--- src/rtl/te_sync_pkg.sv ---
package te_sync_pkg;

   // Field positions inside the tearing configuration word.
   localparam int HW_LSB   = 0;
   localparam int HW_W     = 3;
   localparam int VTH_LSB  = 3;
   localparam int VTH_W    = 12;
   localparam int LINE_LSB = 15;
   localparam int TGT_W    = 11;
   localparam int MODE_LSB = 26;
   localparam int VINV_BIT = 28;
   localparam int HINV_BIT = 29;
   localparam int CFG_W    = 30;

   typedef enum logic [1:0] {
      TE_OFF   = 2'd0,
      TE_RSVD  = 2'd1,
      TE_LINE  = 2'd2,
      TE_VSYNC = 2'd3
   } te_mode_e;

endpackage

--- src/rtl/te_pin_sync.sv ---
module te_pin_sync #(
   parameter int STAGES = 2
) (
   input  logic clk,
   input  logic rst_n,
   input  logic pin_raw,
   output logic pin_sync
);

   generate
      if (STAGES < 1) begin : g_bad_stages
         $error("te_pin_sync: STAGES must be at least 1");
      end

      if (STAGES == 1) begin : g_single
         logic ff_q;
         always_ff @(posedge clk or negedge rst_n) begin
            if (!rst_n) ff_q <= 1'b0;
            else        ff_q <= pin_raw;
         end
         assign pin_sync = ff_q;
      end else begin : g_chain
         logic [STAGES-1:0] ff_q;
         always_ff @(posedge clk or negedge rst_n) begin
            if (!rst_n) ff_q <= '0;
            else        ff_q <= {ff_q[STAGES-2:0], pin_raw};
         end
         assign pin_sync = ff_q[STAGES-1];
      end
   endgenerate

endmodule

--- src/rtl/te_pulse_classifier.sv ---
module te_pulse_classifier #(
   parameter int CNT_W   = 16,
   parameter bit IS_VERT = 1'b1
) (
   input  logic             clk,
   input  logic             rst_n,
   input  logic             clr,
   input  logic             tick,
   input  logic             act,
   input  logic [CNT_W-1:0] vs_ticks,
   input  logic [CNT_W-1:0] hs_ticks,
   output logic             evt
);

   localparam logic [CNT_W-1:0] CNT_MAX = '1;
   localparam logic [CNT_W-1:0] CNT_ONE = CNT_W'(1);

   logic [CNT_W-1:0] width_q;

   // Saturating active-width counter, advanced only on ticks.
   always_ff @(posedge clk or negedge rst_n) begin
      if (!rst_n) begin
         width_q <= '0;
      end else if (clr) begin
         width_q <= '0;
      end else if (tick) begin
         if (!act)                    width_q <= '0;
         else if (width_q != CNT_MAX) width_q <= width_q + CNT_ONE;
      end
   end

   generate
      if (IS_VERT) begin : g_vert
         // Fires on the tick at which the active width reaches the threshold.
         assign evt = !clr && tick && act && (width_q == vs_ticks - CNT_ONE);
      end else begin : g_horz
         // Fires on the first inactive tick after a pulse of qualifying width.
         assign evt = !clr && tick && !act &&
                      (width_q >= hs_ticks) && (width_q < vs_ticks);
      end
   endgenerate

endmodule

--- src/rtl/te_line_matcher.sv ---
module te_line_matcher
   import te_sync_pkg::*;
#(
   parameter int LINE_W = 11
) (
   input  logic              clk,
   input  logic              rst_n,
   input  logic              clr,
   input  logic              tick,
   input  logic              vs_evt,
   input  logic              hs_evt,
   input  te_mode_e          mode,
   input  logic [LINE_W-1:0] target,
   output logic              match_q,
   output logic [LINE_W-1:0] line_q
);

   localparam logic [LINE_W-1:0] LINE_MAX = '1;
   localparam logic [LINE_W-1:0] LINE_ONE = LINE_W'(1);

   logic              armed_q;
   logic              armed_eff;
   logic [LINE_W-1:0] line_nxt;
   logic              hit;

   always_comb begin
      armed_eff = vs_evt ? 1'b1 : armed_q;
      if (vs_evt)                            line_nxt = '0;
      else if (hs_evt && line_q != LINE_MAX) line_nxt = line_q + LINE_ONE;
      else                                   line_nxt = line_q;

      hit = 1'b0;
      if (mode == TE_VSYNC)
         hit = vs_evt;
      else if (mode == TE_LINE)
         hit = (vs_evt || hs_evt) && armed_eff && (line_nxt == target);
   end

   always_ff @(posedge clk or negedge rst_n) begin
      if (!rst_n) begin
         match_q <= 1'b0;
         line_q  <= '0;
         armed_q <= 1'b0;
      end else if (clr) begin
         match_q <= 1'b0;
         line_q  <= '0;
         armed_q <= 1'b0;
      end else if (tick) begin
         match_q <= hit;
         line_q  <= line_nxt;
         armed_q <= hit ? 1'b0 : armed_eff;
      end
   end

endmodule

--- src/rtl/te_sync_detector.sv ---
module te_sync_detector
   import te_sync_pkg::*;
#(
   parameter int SYNC_STAGES = 2,
   parameter int CNT_W       = 16,
   parameter int LINE_W      = TGT_W
) (
   input  logic             clk,
   input  logic             rst_n,
   input  logic             tick_en,
   input  logic             te_pin,
   input  logic             det_enable,
   input  logic [CFG_W-1:0] tear_cfg,
   output logic             match_n
);

   generate
      if (CNT_W < 16) begin : g_bad_cnt
         $error("te_sync_detector: CNT_W must hold a 32768-tick threshold");
      end
      if (LINE_W != TGT_W) begin : g_bad_line
         $error("te_sync_detector: LINE_W must match the target field width");
      end
   endgenerate

   // Field decode
   logic [HW_W-1:0]   hw_f;
   logic [VTH_W-1:0]  vth_f;
   logic [LINE_W-1:0] tgt_f;
   te_mode_e          mode_f;
   logic              vinv_f, hinv_f;

   assign hw_f   = tear_cfg[HW_LSB +: HW_W];
   assign vth_f  = tear_cfg[VTH_LSB +: VTH_W];
   assign tgt_f  = tear_cfg[LINE_LSB +: LINE_W];
   assign mode_f = te_mode_e'(tear_cfg[MODE_LSB +: 2]);
   assign vinv_f = tear_cfg[VINV_BIT];
   assign hinv_f = tear_cfg[HINV_BIT];

   logic [CNT_W-1:0] vs_ticks, hs_ticks;
   assign vs_ticks = CNT_W'((32'(vth_f) + 32'd1) << 3);
   assign hs_ticks = CNT_W'(32'(hw_f) + 32'd1);

   logic run, clr;
   assign run = det_enable && (mode_f == TE_LINE || mode_f == TE_VSYNC);
   assign clr = !run;

   logic pin_s;
   te_pin_sync #(.STAGES(SYNC_STAGES)) u_sync (
      .clk      (clk),
      .rst_n    (rst_n),
      .pin_raw  (te_pin),
      .pin_sync (pin_s)
   );

   // Channel 0 measures with vertical polarity, channel 1 with horizontal.
   logic [1:0] act_ch;
   logic [1:0] evt_ch;
   assign act_ch[0] = pin_s ^ vinv_f;
   assign act_ch[1] = pin_s ^ hinv_f;

   for (genvar gi = 0; gi < 2; gi++) begin : g_chan
      te_pulse_classifier #(.CNT_W(CNT_W), .IS_VERT(gi == 0)) u_cls (
         .clk      (clk),
         .rst_n    (rst_n),
         .clr      (clr),
         .tick     (tick_en),
         .act      (act_ch[gi]),
         .vs_ticks (vs_ticks),
         .hs_ticks (hs_ticks),
         .evt      (evt_ch[gi])
      );
   end

   logic vs_evt, hs_evt;
   assign vs_evt = evt_ch[0];
   assign hs_evt = evt_ch[1];

   logic              match_q;
   logic [LINE_W-1:0] line_cnt;

   te_line_matcher #(.LINE_W(LINE_W)) u_match (
      .clk     (clk),
      .rst_n   (rst_n),
      .clr     (clr),
      .tick    (tick_en),
      .vs_evt  (vs_evt),
      .hs_evt  (hs_evt),
      .mode    (mode_f),
      .target  (tgt_f),
      .match_q (match_q),
      .line_q  (line_cnt)
   );

   assign match_n = !match_q;

endmodule

--- config.mk ---
export PLATFORM = sky130hd
export DESIGN_NAME = te_sync_detector
export DESIGN_NICKNAME = d
export VERILOG_FILES = /design/src/rtl/te_sync_pkg.sv /design/src/rtl/te_pin_sync.sv /design/src/rtl/te_pulse_classifier.sv /design/src/rtl/te_line_matcher.sv /design/src/rtl/te_sync_detector.sv
export SDC_FILE = /design/constraint.sdc
export NUM_CORES = 1
export LEC_CHECK = 0
export ABC_AREA = 1
export BUFFER_PORTS_ARGS = -buffer_cell sky130_fd_sc_hd__buf_2
export CORE_MARGIN = 2
export CORE_UTILIZATION = 25
export DETAILED_ROUTE_END_ITERATION = 8
export PLACE_DENSITY_LB_ADDON = 0.12
export SETUP_SLACK_MARGIN = 0.5
export SLEW_MARGIN = 0
export SYNTH_ARGS = -nofsm -noshare
export SYNTH_HDL_FRONTEND = slang
export SYNTH_SLANG_ARGS = --single-unit
export TNS_END_PERCENT = 20
--- constraint.sdc ---
create_clock -name clk -period 2.6 [get_ports clk]
set_input_delay 0.78 -clock clk [delete_from_list [all_inputs] [get_ports clk]]
set_output_delay 0.78 -clock clk [all_outputs]
set_load 0.1 [all_outputs]
# [Word-level counts from Yosys, hierarchy flattened]
# Cells that the tools add are included.
# Widths: inputs -> output; s select.
[word_totals] reg_bits=47 in_bits=35 output_inout_bits=1 elab_cells=62
[classes] add_sub_neg=6 order_cmp=2 n_eq_ne=10 n_mux=20 bitwise_logic=2 reduce_logical=16
[op_table] cell="$mux 16" n=8
[op_table] cell="$mux 11" n=4
[op_table] cell="$add 16x1->16 const B" n=2
[op_table] cell="$ne 16x16->1 const B" n=2
[op_table] cell="$eq 16x16->1" n=1
[op_table] cell="$ge 16x4->1" n=1
[op_table] cell="$lt 16x16->1" n=1
[op_table] cell="$sub 16x1->16 const B" n=1
[op_table] cell="$add 12x1->13 const B" n=1
[op_table] cell="$add 11x1->11 const B" n=1
[op_table] cell="$eq 11x11->1" n=1
[op_table] cell="$ne 11x11->1 const B" n=1
[op_table] cell="$logic_and 1x1->1" n=10
[op_table] cell="$mux 1" n=8
[op_table] cell="$ne 3x3->1 const B" n=2
[op_table] cell="$add 3x1->4 const B" n=1
[op_table] cell="$eq 2x2->1 const B" n=2
[op_table] cell="$reduce_and 2->1" n=2
[op_table] cell="$logic_not 1->1" n=2
[op_table] cell="$logic_or 1x1->1" n=2
[op_table] cell="$ne 2x2->1 const B" n=1
[op_table] cell="$xor 1x1->1" n=2

# [Logic depth before layout (Yosys ltp)]
[logic_depth] depth_word=17 mapped_depth=26 mapped_depth_nobuf=25

# [Hierarchy]
# Synthesis repeated with hierarchy kept, for this count alone.
[unflattened] cells_unflattened=836 hier_area_um2=5196.2
[modules_own_cells] mod="te_pulse_classifier (g_chan[1].u_cls)" instances=1 cells_per_inst=308 area_each_um2=1940.6 seq_area_each_um2=400.4
[modules_own_cells] mod="te_pulse_classifier (g_chan[0].u_cls)" instances=1 cells_per_inst=284 area_each_um2=1695.4 seq_area_each_um2=400.4
[modules_own_cells] mod="te_line_matcher" instances=1 cells_per_inst=182 area_each_um2=1177.4 seq_area_each_um2=325.3
[modules_own_cells] mod="te_sync_detector" instances=1 cells_per_inst=60 area_each_um2=332.8 seq_area_each_um2=0.0
[modules_own_cells] mod="te_pin_sync" instances=1 cells_per_inst=2 area_each_um2=50.0 seq_area_each_um2=50.0

# [Least setup slack after synthesis]
# OpenSTA, ideal clock, no wires.
[synth_timing] path_kind="input-to-reg" startpoint="input port tear_cfg[3]" endpoint="register u_match.armed_q" setup_time_ps=117 arrival_ps=3208 t_required_ps=2483 path_slack_ps=-725 path_stages=21 path_buffers=0 cell_sequence="ha_1 -> nand2_2 -> nor3_2 -> nand2_1 -> nand2_1 -> ha_1 -> nand2_1 -> or2_2 -> nand2_1 -> a21oi_1 -> nor3_4 -> nor2_4 -> nand2_2 -> o21bai_1 -> nand4_1 -> nand2_1 -> nand2_1 -> nor2_1 -> nand2_1 -> nand3_1 -> nand2_1"
[synth_via] elab_chain_len=13 elab_cells_between_ends=19 classes_between="add/sub: 2; order compare: 1; eq/ne: 2; mux: 8; reduce/logical: 6"
[synth_lines] item="from (decl)" line="te_sync_detector.sv:13" source="input logic [CFG_W-1:0] tear_cfg,"
[synth_lines] item="$add 12x1->13 *" line="te_sync_detector.sv:41" source="assign vs_ticks = CNT_W'((32'(vth_f) + 32'd1) << 3);"
[synth_lines] item="parallel branches: the longest is 9 deep, another holds $sub 16x1->16"
[synth_lines] item="$mux 1 *" line="te_line_matcher.sv:51" source="armed_q <= hit ? 1'b0 : armed_eff;"
[synth_lines] item="$mux 1 *" line="te_line_matcher.sv:48" source="end else if (tick) begin"
[synth_lines] item="$mux 1 *" line="te_line_matcher.sv:44" source="end else if (clr) begin"
[synth_lines] item="to (signal assigned)" line="te_line_matcher.sv:51"
[synth_lines] item="to (decl)" line="te_line_matcher.sv:21" source="logic armed_q;"
# Every way passes the cells marked *. The select of a mux whose other input is x is not followed.
# A chain may end at the register's enable or synchronous reset.

# [Final worst setup path]
[layout_timing] startpoint="input port tear_cfg[6]" endpoint="register u_match.armed_q"
# The elaborated chain is that of the path after synthesis.

==> flow_summary.yaml <==
synth:
  ys_async_sr_fraction_pct: 100
  synth_warnings: 0
  yosys.area_share.simple_pct: 45.6
  synthAdderAreaFrac_pct: 5.74
  yosys.area.top_type: "dfrtp_1"
  synth_area_um2: 4360
  yosysSeqAreaShare_pct: 27.0
  synthCells: 671
  yosys.cell_types.count: 43
  avgSynthCellArea_um2: 6.50
  ys.flop_type: "dfrtp_1"
  ys_seq_elements: 47
  yosys.cell_count.top_type: "nand2_1"
  yosys-top-cells-area: "dfrtp_1 27%, nand2_1 16%, inv_1 7.9%"
  synth_top_family_by_area: "simple AND/OR/NAND/NOR gates"
  syn_nets: 726
  synthMuxAreaShare_pct: 0
  synth_edf_count: 0
  synth_compound_area_share_pct: 9.29
  synthTopCellsByCount: "183 x nand2_1, 92 x inv_1, 69 x nand3_1"
  yosys.area.top_type_share_pct: 27.0
  synth_xor_area_share_pct: 2.38
worst_setup_path:
  cp_data_required_time_ns: 2.79
  startpoint_type: "primary input"
  cp_top_family: "simple AND/OR/NAND/NOR gates"
  path_buf_inv: 4
  crit_top_cell: "nand2_1"
  end_kind: "flop"
  worstPathMaxFanout: 8
  slowest_stage: "nor2_4"
  crit_type: "in2reg"
  crit_arrival_ns: 3.40
  max_stage_delay_ns: 0.20
power_and_ir_drop:
  p_leak_uw: 0.00303
  power_frac_comb_pct: 20.9
  switchingPower_uw: 548
  switching_share_pct: 27.2
  clockPowerShare_pct: 42.6
  internal_power_uw: 1470
  irDropWorstVdd_mv: 0.232
  power.density_nw_per_um2: 309
  power_frac_seq_pct: 36.5
sta:
  fin_skew_ns: 0.00589
  fin_crit_ns: 3.20
  period_share_pct: 123
  setup_ws_ns: -0.604
  rsz0062_at_grt: "true"
  worst_slew_pin_slew_ns: 0.527
  drv_slew: 0
  finalSetupTns_ns: -3.34
  relSlewSlack_pct: 64.6
  timing.fmax_mhz: 312
  finalHoldViolations: 0
  setup_viol: 13
clocking:
  h-tree-depth: 2
  root_buffer: "clkbuf_16"
  cts_tree: "done"
  clk_latency_ns: 0.30
  cts_buffers: 5
  hold_buffers: 0
  cts_max_path_buffers: 2
  clkSlewWorstSetupHoldPaths_ns: 0.07
  cts_sinks: 47
outcome:
  status: "complete, but fails checks"
  violations: "setup timing"
global_route:
  overflow: 0
  grt_pass1_wl_um: 22800
  antenna_found_initial: 0
  grt_use_total_pct: 15.6
  grt_max_degree: 48
  grt_pass1_vias: 4686
min_path:
  hold_class: "reg2reg"
placed_design:
  portBuffers: 35
  pre_cts_slack_ns: -1.13
  dp.cells: 1026
  place_area_um2: 5710
  hpwl_um: 10800
  gp_congestion: 0.820
floorplanning:
  die_w_um: 136
  io_pins: 36
  rows: 48
  start_util_pct: 25.4
  core_area_um2: 17200
  die_height_um: 136
  die-area_um2: 18500
final_layout:
  fin_nets: 883
  fin_cells: 1054
  postLayoutCoreUtil_pct: 38.0
  area_delta_synth_final_pct: 49.4
  num_antenna_cells: 0
  drive_gt1_share_pct: 38.2
  fin_area_um2: 6520
drt:
  via_count: 4758
  drt_iter0_drc: 273
  drt-pass1-iter-count: 4
  drc: 0
  wl_um: 13900
  ant_nets: 0
  routedWlPerCell_um: 13.2
  vias_per_cell: 4.51
flow_run:
  cap_violations: 0
[sequential cells by signal, summed over array words and instances, names as in the netlist]
signal and cells:
u_match.armed_q 1, u_match.line_q 11, u_sync.g_chain.ff_q 2, g_chan.u_cls.width_q 32, u_match.match_q 1
[layout make-up]
cell class | count | area (um^2)
Fill cell | 1861 | 10700
Timing Repair Buffer | 157 | 1220
Clock inverter | 3 | 67.6
Multi-Input combinational cell | 517 | 3270
Clock buffer | 5 | 125
Inverter | 100 | 388
Sequential cell | 47 | 1180
Tap cell | 225 | 282
[what timing repair did]
action | CTS | global route
pin swaps | 57 | 57
endpoints found under the hold margin | 0 | 0
endpoints found under the setup margin | 43 | 42
gates resized for setup | 81 | 56
gates cloned | 1 | 0
buffers inserted | 15 | 4
[cell families (layout without fill, tap and decap cells)]
kind of cell	count (synthesis)	after routing
buffers and inverters	108	265
adders and majority gates	20	20
DFF	47	47
xor gates and xnor gates	11	11
and+or+nand+nor	416	417
AOI/OAI and AO/OA	69	69
[layer usage]
metal  vias up  share of wire [%]  track usage [%]  wire length [um]
met5         -                  0                0                 0
met4         0                1.8             4.46               243
met3        16                2.3             2.16               320
met2        58                 46             25.5              6390
met1      2166                 50             21.5              6910
li1       2518                  -                -                 -
[worst register-to-register path: cells and delay by family (launching register included)]
family	cells	cell delay (ns)
simple gates	20	1.82
flops	1	0.44
buf+inv	3	0.38
[worst paths after layout]
check	from	endpoint	cells past startpoint	slack, ns
worst max-delay path	tear_cfg[6]	u_match.armed_q	25	-0.60
max in group asynchronous	rst_n	u_sync.g_chain.ff_q[0]	2	1.87
worst max register to register	g_chan[1].u_cls.width_q[7]	u_match.armed_q	23	-0.13
worst min-delay path	u_sync.g_chain.ff_q[0]	u_sync.g_chain.ff_q[1]	0	0.35
min in group asynchronous	rst_n	g_chan[0].u_cls.width_q[6]	2	0.47
worst min register to register	u_sync.g_chain.ff_q[0]	u_sync.g_chain.ff_q[1]	0	0.35
[metrics by stage]
stage	hold WS [ns]	power (uW)
2_1_floorplan	0.331	949
3_3_place_gp	0.333	1130
3_5_place_dp	0.339	1130
4_1_cts	0.354	2040
5_1_grt	0.356	2130
6_report	0.351	2020
[placed cells by master, fill, tap and decap left out, types with 9 or more instances in the layout]
master,synthesis,final
nor3_1,14,9
nor2_4,8,12
buf_6,3,12
nand3_2,8,16
buf_4,1,110
buf_2,0,29
nor2_1,68,56
a21oi_1,31,21
nand4_1,21,21
inv_2,5,10
dfrtp_1,47,47
nand2_2,19,34
nor2_2,6,15
nand2_1,183,160
nand2_4,5,13
inv_1,92,85
nand3_1,69,60
ha_1,20,12
[power groups by stage]
stage	Combinational, uW	Clock [uW]	Sequential [uW]
3_3_place_gp	381	0	750
6_report	422	859	737
2_1_floorplan	198	0	751
5_1_grt	470	919	737
3_5_place_dp	385	0	750
4_1_cts	410	895	736
(Power assumes the default switching activity.)
